### src/rtl/clkdiv_pkg.sv
package clkdiv_pkg;
  localparam int REG_W   = 32;
  localparam int ADDR_W  = 4;
  localparam int RAT_W   = 6;
  localparam int RAT_LSB = 8;
  localparam int DEF_RAT = 8;

  // Map a staged request onto the legal ratio set; 0 means rejected.
  function automatic logic [RAT_W-1:0] legal_ratio(input logic [RAT_W-1:0] req);
    if (req == '0)                 return '0;
    else if (req <= RAT_W'(4))     return RAT_W'(4);
    else if (req == RAT_W'(5))     return RAT_W'(5);
    else if (req == RAT_W'(6))     return RAT_W'(6);
    else                           return RAT_W'(8);
  endfunction
endpackage

### src/rtl/clkdiv_regs.sv
module clkdiv_regs
  import clkdiv_pkg::*;
#(
  parameter int REQ_BIT   = 1,
  parameter int TRIG_BIT  = 8,
  parameter int EN_OFS    = 24,
  parameter int RAT_ADDR  = 8
) (
  input  logic              clk,
  input  logic              rst_n,
  input  logic              wr_en,
  input  logic [ADDR_W-1:0] addr,
  input  logic [REG_W-1:0]  wdata,
  output logic [REG_W-1:0]  rdata,
  output logic [RAT_W-1:0]  staged,
  output logic              en_bit,
  output logic              reload_req
);
  localparam int EN_BIT = REQ_BIT + EN_OFS;

  logic req_q, trig_q, en_q;
  logic [RAT_W-1:0] stg_q;
  logic ctrl_wr, rat_wr;

  assign ctrl_wr = wr_en && (addr == '0);
  assign rat_wr  = wr_en && (addr == ADDR_W'(RAT_ADDR));

  // Reload fires on a rising trigger that carries the request bit.
  assign reload_req = ctrl_wr && wdata[TRIG_BIT] && wdata[REQ_BIT] && !trig_q;

  always_ff @(posedge clk) begin
    if (!rst_n) begin
      req_q  <= 1'b0;
      trig_q <= 1'b0;
      en_q   <= 1'b1;
      stg_q  <= RAT_W'(DEF_RAT);
    end else begin
      if (ctrl_wr) begin
        req_q  <= wdata[REQ_BIT];
        trig_q <= wdata[TRIG_BIT];
        en_q   <= wdata[EN_BIT];
      end
      if (rat_wr) stg_q <= wdata[RAT_LSB +: RAT_W];
    end
  end

  always_comb begin
    rdata = '0;
    if (addr == '0) begin
      rdata[REQ_BIT]  = req_q;
      rdata[TRIG_BIT] = trig_q;
      rdata[EN_BIT]   = en_q;
    end else if (addr == ADDR_W'(RAT_ADDR)) begin
      rdata[RAT_LSB +: RAT_W] = stg_q;
    end
  end

  assign staged = stg_q;
  assign en_bit = en_q;

  p_req_needs_flag_r4: assert property (@(posedge clk) disable iff (!rst_n)
    reload_req |=> req_q);
  p_trig_held_r9: assert property (@(posedge clk) disable iff (!rst_n)
    reload_req |=> trig_q);
  p_stage_stable_r3: assert property (@(posedge clk) disable iff (!rst_n)
    !rat_wr |=> $stable(stg_q));
endmodule

### src/rtl/clkdiv_core.sv
module clkdiv_core
  import clkdiv_pkg::*;
(
  input  logic             clk,
  input  logic             rst_n,
  input  logic [RAT_W-1:0] staged,
  input  logic             reload_req,
  input  logic             en_bit,
  output logic             div_clk
);
  logic [RAT_W-1:0] cnt_q, act_q, half, next_rat;
  logic pend_q, gate_q, wrap, hi_phase;

  assign half     = act_q >> 1;
  assign wrap     = (cnt_q == act_q - RAT_W'(1));
  assign hi_phase = (cnt_q < half);
  assign next_rat = legal_ratio(staged);

  always_ff @(posedge clk) begin
    if (!rst_n) begin
      cnt_q  <= '0;
      act_q  <= RAT_W'(DEF_RAT);
      pend_q <= 1'b0;
      gate_q <= 1'b1;
    end else begin
      pend_q <= reload_req | (pend_q & ~wrap);
      if (wrap) begin
        cnt_q <= '0;
        if (pend_q && next_rat != '0) act_q <= next_rat;
      end else begin
        cnt_q <= cnt_q + RAT_W'(1);
      end
      // Gate follows the enable only in the low phase.
      if (!hi_phase) gate_q <= en_bit;
    end
  end

  assign div_clk = hi_phase & gate_q;

  p_cnt_bound_r2: assert property (@(posedge clk) disable iff (!rst_n)
    cnt_q < act_q);
  p_legal_set_r6: assert property (@(posedge clk) disable iff (!rst_n)
    (act_q == 4) || (act_q == 5) || (act_q == 6) || (act_q == 8));
  p_hold_mid_period_r5: assert property (@(posedge clk) disable iff (!rst_n)
    !wrap |=> $stable(act_q));
  p_gate_in_low_r8: assert property (@(posedge clk) disable iff (!rst_n)
    hi_phase |=> $stable(gate_q));
endmodule

### src/rtl/clkdiv_reload_top.sv
module clkdiv_reload_top
  import clkdiv_pkg::*;
#(
  parameter int REQ_BIT  = 1,
  parameter int TRIG_BIT = 8,
  parameter int EN_OFS   = 24,
  parameter int RAT_ADDR = 8
) (
  input  logic              clk,
  input  logic              rst_n,
  input  logic              wr_en,
  input  logic [ADDR_W-1:0] addr,
  input  logic [REG_W-1:0]  wdata,
  output logic [REG_W-1:0]  rdata,
  output logic              div_clk
);
  logic [RAT_W-1:0] staged;
  logic en_bit, reload_req;

  clkdiv_regs #(
    .REQ_BIT(REQ_BIT), .TRIG_BIT(TRIG_BIT), .EN_OFS(EN_OFS), .RAT_ADDR(RAT_ADDR)
  ) u_regs (
    .clk(clk), .rst_n(rst_n), .wr_en(wr_en), .addr(addr), .wdata(wdata),
    .rdata(rdata), .staged(staged), .en_bit(en_bit), .reload_req(reload_req)
  );

  clkdiv_core u_core (
    .clk(clk), .rst_n(rst_n), .staged(staged), .reload_req(reload_req),
    .en_bit(en_bit), .div_clk(div_clk)
  );
endmodule

### config.mk
export PLATFORM = sky130hd
export DESIGN_NAME = clkdiv_reload_top
export DESIGN_NICKNAME = d
export VERILOG_FILES = /design/src/rtl/clkdiv_pkg.sv /design/src/rtl/clkdiv_regs.sv /design/src/rtl/clkdiv_core.sv /design/src/rtl/clkdiv_reload_top.sv
export SDC_FILE = /design/constraint.sdc
export NUM_CORES = 1
export LEC_CHECK = 0
export ABC_AREA = 1
export BUFFER_PORTS_ARGS = -buffer_cell sky130_fd_sc_hd__buf_4
export CORE_MARGIN = 2
export CORE_UTILIZATION = 45
export CTS_BUF_LIST = sky130_fd_sc_hd__clkbuf_16
export DETAILED_ROUTE_END_ITERATION = 10
export PLACE_DENSITY = 0.8
export RECOVER_POWER = 100
export SETUP_SLACK_MARGIN = 0.2
export SLEW_MARGIN = 20
export SYNTH_ARGS = -nofsm -noshare
export SYNTH_HDL_FRONTEND = slang
export SYNTH_SLANG_ARGS = --single-unit
### constraint.sdc
create_clock -name clk -period 2.3 [get_ports clk]
set_clock_uncertainty 0.15 [all_clocks]
set_input_delay 0.115 -clock clk [delete_from_list [all_inputs] [get_ports clk]]
set_output_delay 0.115 -clock clk [all_outputs]
set_load 0.05 [all_outputs]
==> run_summary.xml <==
<?xml version="1.0" encoding="UTF-8"?>
<metrics>
  <group name="synthesis">
    <metric name="post_synth_num_cell_types" unit="">25</metric>
    <metric name="netlist.area_leader.share" unit="%">30.9</metric>
    <metric name="syn_area_per_cell" unit="µm²">6.88</metric>
    <metric name="yosys_register_bits" unit="">21</metric>
    <metric name="netlist_top_cells_area" unit="">dfxtp_1 (31%), buf_4 (13%), nand2_1 (9.1%)</metric>
    <metric name="netlist_instances" unit="">198</metric>
    <metric name="synth_warnings" unit="">0</metric>
    <metric name="synth.yosys.seq_area_share" unit="%">30.9</metric>
    <metric name="netlist_area" unit="mm²">0.00136</metric>
    <metric name="synth_top_area_cell" unit="">dfxtp_1</metric>
  </group>
  <group name="global_routing">
    <metric name="largest_net_degree_at_the_start_of_global_routing" unit="">15</metric>
    <metric name="grt_antenna_before_repair" unit="">0</metric>
    <metric name="grt_pass1_vias" unit="">1102</metric>
    <metric name="wire_length_of_the_first_global_routing_pass" unit="mm">4.62</metric>
    <metric name="grt-ovfl-total" unit="">0</metric>
    <metric name="grt_use_total" unit="%">17.3</metric>
  </group>
  <group name="final_layout">
    <metric name="number_of_inserted_diodes" unit="">0</metric>
    <metric name="layout.cells.most_common_list" unit="">nand2_1 (33), inv_1 (30), nor2_1 (24), conb_1 (24), dfxtp_1 (21)</metric>
    <metric name="design.final.nets" unit="">272</metric>
    <metric name="final_design_area_no_fill" unit="mm²">0.00156</metric>
    <metric name="drive_above_1_share" unit="%">11.4</metric>
    <metric name="most_common_cell_after_layout_fill_and_taps_aside" unit="">nand2_1</metric>
    <metric name="synthToLayoutAreaGrowth" unit="%">14.5</metric>
    <metric name="post_layout_nonfiller_instances" unit="">259</metric>
  </group>
  <group name="placed_design">
    <metric name="post-dp-hpwl" unit="mm">1.88</metric>
    <metric name="placed_cells" unit="">249</metric>
    <metric name="port_buffers" unit="">23</metric>
    <metric name="gp_routability_congestion" unit="">0.833</metric>
    <metric name="cell_area_reported_after_detailed_placement" unit="mm²">0.00147</metric>
    <metric name="dp_worst_setup_slack" unit="ns">0.529</metric>
  </group>
  <group name="power">
    <metric name="power.ir.vdd_worst" unit="V">0.000440</metric>
    <metric name="static-leakage-power" unit="nW">0.753</metric>
    <metric name="power-per-cell-area" unit="mW/mm²">592</metric>
    <metric name="totalPowerFinal" unit="µW">924</metric>
  </group>
  <group name="critical_path">
    <metric name="critical_path_class" unit="">reg -&gt; reg</metric>
    <metric name="timing.reg2reg.worst_path_depth" unit="">9</metric>
    <metric name="critical_path_peak_fanout" unit="">6</metric>
    <metric name="critPathRequiredTime" unit="ns">2.29</metric>
    <metric name="arrival_time_reported_for_the_critical_path_endpoint" unit="ns">2.00</metric>
    <metric name="setup_crit_start_kind" unit="">flop</metric>
    <metric name="endpoint_kind" unit="">flop</metric>
  </group>
  <group name="floorplan">
    <metric name="die_area" unit="mm²">0.00348</metric>
    <metric name="num_io_pins" unit="">72</metric>
    <metric name="initial_utilization" unit="%">48.6</metric>
    <metric name="placeable_area" unit="mm²">0.00281</metric>
    <metric name="chipWidth" unit="µm">59.0</metric>
    <metric name="rows" unit="">19</metric>
    <metric name="die_h" unit="µm">59.0</metric>
  </group>
  <group name="job">
    <metric name="cap_violations" unit="">0</metric>
  </group>
  <group name="timing">
    <metric name="final_hold_violation_count" unit="">0</metric>
    <metric name="period_needed" unit="ns">2.01</metric>
    <metric name="setup_repair_after_global_routing_missed_its_margin" unit="">no</metric>
    <metric name="final.setup.tns" unit="ns">0</metric>
    <metric name="max_slew.worst_pin.slew" unit="ns">0.601</metric>
    <metric name="timing.final.crit_share" unit="%">87.3</metric>
    <metric name="slew-limit-headroom" unit="%">60.1</metric>
    <metric name="final_max_slew_viol_count" unit="">0</metric>
    <metric name="achievable-frequency" unit="MHz">498</metric>
    <metric name="finalSetupViolations" unit="">0</metric>
    <metric name="layout_setup_ws" unit="ns">0.292</metric>
  </group>
  <group name="clock_tree">
    <metric name="ctsHtreeMaxLevel" unit="">1</metric>
    <metric name="cts_tree" unit="">yes</metric>
    <metric name="hold_buffers" unit="">6</metric>
    <metric name="ctsResizeCount" unit="">0</metric>
    <metric name="clock_tree.buffer_depth" unit="">2</metric>
    <metric name="cts-root-buf" unit="">clkbuf_16</metric>
    <metric name="numCtsBuffers" unit="">3</metric>
    <metric name="clk-insertion-delay-late" unit="ns">0.25</metric>
    <metric name="cts.sink_count" unit="">21</metric>
    <metric name="clock_pin_slew_reported_for_the_worst_setup_and_hold_paths_after_clock_tree_synthesis" unit="ns">0.06</metric>
    <metric name="post_cts_setup_buffers" unit="">0</metric>
  </group>
  <group name="status">
    <metric name="status" unit="">finished clean</metric>
  </group>
  <group name="min_path">
    <metric name="holdPathStages" unit="">2</metric>
    <metric name="hp-class" unit="">in -&gt; reg</metric>
  </group>
  <group name="routing">
    <metric name="drt-pass1-iter-count" unit="">4</metric>
    <metric name="drtIter0Drc" unit="">23</metric>
    <metric name="route.detailed.vias_per_inst" unit="">4.69</metric>
    <metric name="final_antenna_violating_net_count" unit="">0</metric>
    <metric name="post_drt_wl_per_cell" unit="µm">10.1</metric>
    <metric name="routed_wl" unit="mm">2.63</metric>
    <metric name="route.detailed.drc" unit="">0</metric>
    <metric name="via_count" unit="">1214</metric>
  </group>
</metrics>
flip-flops by register name (all words and copies together), names as in the netlist:
register and cells:
u_regs.staged 6, u_regs.trig_q 1, u_core.act_q 4, u_regs.req_q 1, u_core.pend_q 1, u_core.cnt_q 6, u_core.gate_q 1, u_regs.en_bit 1
final cells by class:
type / count / area [µm²]
tap: 31 / 38.8
timing repair buffer: 29 / 203
clock buffer: 3 / 75.1
sequential: 21 / 420
multi-input combinational: 143 / 702
fill: 261 / 1240
inverter: 31 / 116
clock inverter: 1 / 5.00
synthesized netlist by cell type (all sizes together):
master and count:
nand2 35, inv 31, nor2 27, buf 25, dfxtp 21, nand3 16, a21oi 11, o21ai 8
nand4 7, ha 4, xnor2 4, nor3 3, xor2 2, clkbuf 1, conb 1, o22ai 1
or2 1
stage by stage:
stage / utilization, % / hold slack [ns]
5_1_grt: 55.6 / 0.0136
3_5_place_dp: 52.3 / 0.219
3_3_place_gp: 52.3 / 0.216
4_1_cts: 57.3 / 0.00116
6_report: 55.6 / 0.00242
2_1_floorplan: - / 0.103
power by group:
part	total, mW	internal, mW	switching (mW)
logic	0.178	0.0418	0.136
registers	0.384	0.373	0.0109
clock network	0.362	0.233	0.129
total	0.924	0.648	0.276
worst max-delay path, stage by stage, from the launching register on:
cell	delay, ns
dfxtp_1	0.34
inv_1	0.11
ha_1	0.32
xnor2_1	0.14
nor2_2	0.10
nand2_2	0.05
nor2_1	0.34
nand2_1	0.15
nand2_2	0.14
nor2_1	0.05
kinds of logic after synthesis:
kind of cell,Yosys count,synth area share [%]
compound gates,20,7.44
xor+xnor,6,3.86
fa+ha+maj,4,3.67
buf+inv,57,22.7
flops,21,30.9
other cells,1,0.275
simple gates,89,31.2
metal layers:
| metal | vias to the layer above | track usage [%] | share of wire [%] |
|---|---|---|---|
| li1 | 636 | - | - |
| met1 | 539 | 21.3 | 45 |
| met2 | 34 | 30.2 | 50 |
| met3 | 5 | 1.97 | 3.7 |
| met4 | 0 | 7.79 | 1.7 |
| met5 | - | 0 | 0 |
path summary, 6_finish.rpt:
check / startpoint / end / slack (ns)
worst max register to register: u_core.act_q[0]$_SDFFE_PN0P_ / u_core.cnt_q[0]$_SDFF_PP0_ / 0.29
worst max-delay path: u_core.act_q[0]$_SDFFE_PN0P_ / u_core.cnt_q[0]$_SDFF_PP0_ / 0.29
worst min-delay path: rst_n / u_regs.staged[3]$_SDFFE_PN1P_ / 0.002
worst min register to register: u_regs.req_q$_SDFFE_PN0N_ / u_regs.req_q$_SDFFE_PN0N_ / 0.32
Note: power is estimated with default switching activity, not from simulation.
